[src/rtl/pac_pkg.sv]
package pac_pkg;

   typedef enum logic [2:0] {
      PS_IDLE  = 3'd0,
      PS_A     = 3'd1,
      PS_B     = 3'd2,
      PS_AB    = 3'd3,
      PS_FAULT = 3'd4
   } pstate_e;

   localparam int unsigned PS_W = $bits(pstate_e);

   // index of each event strobe in the packed event vector
   localparam int unsigned EV_A   = 0;
   localparam int unsigned EV_B   = 1;
   localparam int unsigned EV_CLK = 2;
   localparam int unsigned EV_N   = 3;

endpackage

[src/rtl/pac_event_decode.sv]
module pac_event_decode #(
   parameter int unsigned N_EV = 3
) (
   input  logic [N_EV-1:0] ev_i,
   output logic            none_o,
   output logic            multi_o
);
   localparam int unsigned CNT_W = $clog2(N_EV + 1);

   logic [CNT_W-1:0] cnt;

   always_comb begin
      cnt = '0;
      for (int i = 0; i < int'(N_EV); i++) begin
         cnt = cnt + CNT_W'(ev_i[i]);
      end
   end

   assign none_o  = (cnt == '0);
   assign multi_o = (cnt > CNT_W'(1));

endmodule

[src/rtl/pac_next_state.sv]
module pac_next_state
   import pac_pkg::*;
(
   input  pstate_e          cur_i,
   input  logic [EV_N-1:0]  ev_i,
   input  logic             none_i,
   input  logic             multi_i,
   output pstate_e          nxt_o,
   output logic             fire_o
);
   always_comb begin
      nxt_o  = cur_i;
      fire_o = 1'b0;
      if (cur_i == PS_FAULT || multi_i) begin
         nxt_o = PS_FAULT;
      end else if (none_i) begin
         nxt_o = cur_i;
      end else if (ev_i[EV_CLK]) begin
         fire_o = (cur_i == PS_AB);
         nxt_o  = PS_IDLE;
      end else if (ev_i[EV_A]) begin
         case (cur_i)
            PS_IDLE: nxt_o = PS_A;
            PS_B:    nxt_o = PS_AB;
            default: nxt_o = PS_FAULT;
         endcase
      end else begin
         case (cur_i)
            PS_IDLE: nxt_o = PS_B;
            PS_A:    nxt_o = PS_AB;
            default: nxt_o = PS_FAULT;
         endcase
      end
      // unused codes fall into the fault state
      if (!(cur_i inside {PS_IDLE, PS_A, PS_B, PS_AB, PS_FAULT})) begin
         nxt_o  = PS_FAULT;
         fire_o = 1'b0;
      end
   end

endmodule

[src/rtl/pac_state_reg.sv]
module pac_state_reg
   import pac_pkg::*;
#(
   parameter bit REG_PULSE = 1'b1
) (
   input  logic    clk_i,
   input  logic    rst_i,
   input  pstate_e nxt_i,
   input  logic    fire_i,
   output pstate_e state_o,
   output logic    pulse_o
);
   always_ff @(posedge clk_i) begin
      if (rst_i) state_o <= PS_IDLE;
      else       state_o <= nxt_i;
   end

   generate
      if (REG_PULSE) begin : g_reg_pulse
         logic pulse_q;
         always_ff @(posedge clk_i) begin
            if (rst_i) pulse_q <= 1'b0;
            else       pulse_q <= fire_i;
         end
         assign pulse_o = pulse_q;
      end else begin : g_comb_pulse
         assign pulse_o = fire_i & ~rst_i;
      end
   endgenerate

endmodule

[src/rtl/pulse_and_cell.sv]
module pulse_and_cell
   import pac_pkg::*;
#(
   parameter bit REG_PULSE = 1'b1
) (
   input  logic       clk_i,
   input  logic       rst_i,
   input  logic       ev_a_i,
   input  logic       ev_b_i,
   input  logic       ev_clk_i,
   output logic       pulse_c_o,
   output logic [2:0] state_o,
   output logic       err_o
);
   generate
      if (PS_W != 3) begin : g_bad_width
         $error("state encoding must be three bits wide");
      end
   endgenerate

   logic [EV_N-1:0] ev;
   logic            none, multi, fire;
   pstate_e         cur, nxt;

   assign ev[EV_A]   = ev_a_i;
   assign ev[EV_B]   = ev_b_i;
   assign ev[EV_CLK] = ev_clk_i;

   pac_event_decode #(.N_EV(EV_N)) u_dec (
      .ev_i    (ev),
      .none_o  (none),
      .multi_o (multi)
   );

   pac_next_state u_ns (
      .cur_i   (cur),
      .ev_i    (ev),
      .none_i  (none),
      .multi_i (multi),
      .nxt_o   (nxt),
      .fire_o  (fire)
   );

   pac_state_reg #(.REG_PULSE(REG_PULSE)) u_reg (
      .clk_i   (clk_i),
      .rst_i   (rst_i),
      .nxt_i   (nxt),
      .fire_i  (fire),
      .state_o (cur),
      .pulse_o (pulse_c_o)
   );

   assign state_o = cur;
   assign err_o   = (cur == PS_FAULT);

endmodule

[config.mk]
export PLATFORM = sky130hd
export DESIGN_NAME = pulse_and_cell
export DESIGN_NICKNAME = d
export VERILOG_FILES = /design/src/rtl/pac_pkg.sv /design/src/rtl/pac_event_decode.sv /design/src/rtl/pac_next_state.sv /design/src/rtl/pac_state_reg.sv /design/src/rtl/pulse_and_cell.sv
export SDC_FILE = /design/constraint.sdc
export NUM_CORES = 1
export LEC_CHECK = 0
export BUFFER_PORTS_ARGS = -buffer_cell sky130_fd_sc_hd__buf_2
export CORE_AREA = 8 8 45 47
export CTS_CLUSTER_SIZE = 40
export DETAILED_ROUTE_END_ITERATION = 6
export DIE_AREA = 0 0 53 55
export PLACE_DENSITY = 0.43
export SYNTH_ARGS = -nofsm -noshare
export SYNTH_HDL_FRONTEND = slang
export SYNTH_SLANG_ARGS = --single-unit
[constraint.sdc]
create_clock -name clk_i -period 1.28 [get_ports clk_i]
set_input_delay 0.256 -clock clk_i [delete_from_list [all_inputs] [get_ports clk_i]]
set_output_delay 0.256 -clock clk_i [all_outputs]
set_load 0.05 [all_outputs]
==> impl_metrics.env <==
export IMPL_finish_utilization_pct=23.3
export IMPL_die_x_um=53
export IMPL_synth_edff_count=0
export IMPL_seqCellArea_um2=86.3
export IMPL_clkTransAtPathRegs_ps=40
export IMPL_clockBufferDepth=2
export IMPL_yosysWarnings=0
export IMPL_synth_top_area_cell="dfxtp_1"
export IMPL_synth_distinct_cells=15
export IMPL_p_leak_nw=0.158
export IMPL_design_core_area_mm2=0.00138
export IMPL_totalWireLength_um=502
export IMPL_vias=204
export IMPL_area_growth_synth_to_final_pct=64.3
export IMPL_synth_common_cells="dfxtp_1, nor2_1"
export IMPL_core_rowCount=14
export IMPL_period_needed_ps=1220
export IMPL_crit_type="reg -> out"
export IMPL_drv_slew=0
export IMPL_synth_area_leaders="dfxtp_1, fa_1, mux2_4, nor2_1, o211a_1"
export IMPL_ys_ff_latch=4
export IMPL_top_layer_used="met3"
export IMPL_grt_overflow=0
export IMPL_setup_viol=0
export IMPL_antenna_left=0
export IMPL_die_h_um=55
export IMPL_dieArea_mm2=0.00292
export IMPL_final_cells=51
export IMPL_drive_gt1_share_pct=54.3
export IMPL_worst_slew_pin_slew_ps=250
export IMPL_placed_cell_area_um2=294
export IMPL_rsz0062_at_grt="no"
export IMPL_via_per_inst=4.00
export IMPL_syn_area_per_cell_um2=9.82
export IMPL_post_place_ws_ps=-155
export IMPL_numCtsBuffers=3
export IMPL_wl_per_cell_um=9.84
export IMPL_drt_iter0_drc=2
export IMPL_multi_input_comb_area_um2=124
export IMPL_critPathLaunchType="flop"
export IMPL_critical_path_max_fanout=5
export IMPL_fin_ws_ps=55.2
export IMPL_portBuffers=9
export IMPL_grt_usage_pct=4.10
export IMPL_finalCritPeriodShare_pct=95.7
export IMPL_status="finished clean"
export IMPL_first_pass_iters=2
export IMPL_gp_congestion=0.631
export IMPL_grt_pass1_vias=194
export IMPL_worst_hold_path_type="in -> reg"
export IMPL_synth_flop_cell="dfxtp_1"
export IMPL_antenna_found_initial=0
export IMPL_initial_core_util_pct=14.2
export IMPL_post_cts_setup_buffers=0
export IMPL_rrSetupSlack_ps=240
export IMPL_grt_max_degree=6
export IMPL_cts_root_buffer="clkbuf_4"
export IMPL_grt_pass1_wl_um=793
export IMPL_ir_drop_uv=235
export IMPL_finalHoldViolations=0
export IMPL_htree_levels=1
export IMPL_wl_met1_um=230
export IMPL_clock_latency_ps=240
export IMPL_ios=10
export IMPL_arrival_ps=970
export IMPL_num_fill_cells=151
export IMPL_final_area_um2=323
export IMPL_route_detailed_drc=0
export IMPL_syn_nets=26
export IMPL_power_density_mw_per_mm2=1260
export IMPL_synthArstFlopShare_pct=0
export IMPL_numPlacedInstances=47
export IMPL_hold_buffers=0
export IMPL_wl_met3_um=93
export IMPL_syn_area_um2=196
export IMPL_clock_fmax_mhz=816
export IMPL_setup_tns_ps=0
export IMPL_yosysMostFrequentCell="dfxtp_1"
export IMPL_skew_ps=5.77
export IMPL_wl_met2_um=178
export IMPL_netlist_area_leader_share_pct=40.8
export IMPL_num_antenna_cells=0
export IMPL_syn_inst=20
export IMPL_cts_tree="yes"
export IMPL_maxCapViolCount=0
export IMPL_ys_seq_area_share_pct=40.8
export IMPL_end_kind="primary output"
export IMPL_fin_nets=42
export IMPL_worst_ep_required_time_ps=1020
export IMPL_hpwl_um=444
export IMPL_cts_num_sinks=4
export IMPL_max_slew_margin_pct=83.2
==> per-layer routing <==
| metal | vias up | global-route usage, % |
|---|---|---|
| li1 | 104 | - |
| met1 | 90 | 4.42 |
| met2 | 10 | 4.49 |
| met3 | 0 | 3.74 |
| met4 | 0 | 3.88 |
| met5 | - | 0 |
==> per-stage QoR <==
stage	hold slack, ps	power [mW]
finish	211	0.406
floorplan	319	0.207
CTS	202	0.415
detailed placement	455	0.237
global route	214	0.432
global placement	447	0.236
==> flip-flops by register name, indices dropped and copies added (netlist names) <==
register / cells
u_reg.pulse_o: 1
u_reg.state_o: 3
==> final cells by class <==
cell class / instances / share of cell area [%]
tap: 16 / 6.20
clock buffer: 4 / 8.14
timing repair buffer: 11 / 19.4
inverter: 1 / 1.16
sequential: 4 / 26.7
multi-input combinational: 15 / 38.4
==> worst paths after layout <==
path	startpoint	end	depth (start not counted)
worst max-delay path	u_reg.state_o[2]	err_o	2
worst min-delay path	rst_i	u_reg.state_o[2]	2
worst max register to register	u_reg.state_o[1]	u_reg.state_o[2]	3
worst min register to register	u_reg.state_o[2]	u_reg.pulse_o	1
==> worst max-delay path, stage by stage (launching register included) <==
cell and delay (ps):
dfxtp_4 350, nor3b_4 160, buf_4 220
==> kinds of logic (layout without fill, tap and decap cells) <==
family	after synthesis	count (layout)	synth area share (%)
mux	1	1	7.64
flops	4	4	40.8
compound gates	4	4	14.6
buf+inv	1	16	1.91
simple gates	9	9	24.8
fa+ha+maj	1	1	10.2
==> cell usage in the layout, fill, tap and decap left out <==
cell      Yosys  layout
o21ai_0       1       1
nor3_1        1       1
inv_1         1       1
nor4_1        1       1
dfxtp_4       0       1
nor3b_4       0       1
nor2_1        3       3
nand4_1       1       1
fa_1          1       1
o211a_1       1       1
o21ai_1       1       1
clkbuf_1      0       1
a311oi_1      1       1
buf_4         0       3
nand2b_1      1       1
dfxtp_2       0       2
clkbuf_4      0       3
dfxtp_1       4       1
mux2_4        1       1
buf_2         0       8
and3_1        1       1
==> power breakdown <==
group / internal (mW) / switching, mW
Clock: 0.117 / 0.0523
Combinational: 0.0378 / 0.0594
Sequential: 0.131 / 0.00789
Total: 0.286 / 0.120
==> timing repair <==
item | CTS | global route
endpoints found under the setup margin | 1 | 0
resized for setup | 1 | 0
hold endpoints to repair | 0 | 0
Note: power is estimated with default switching activity, not from simulation.
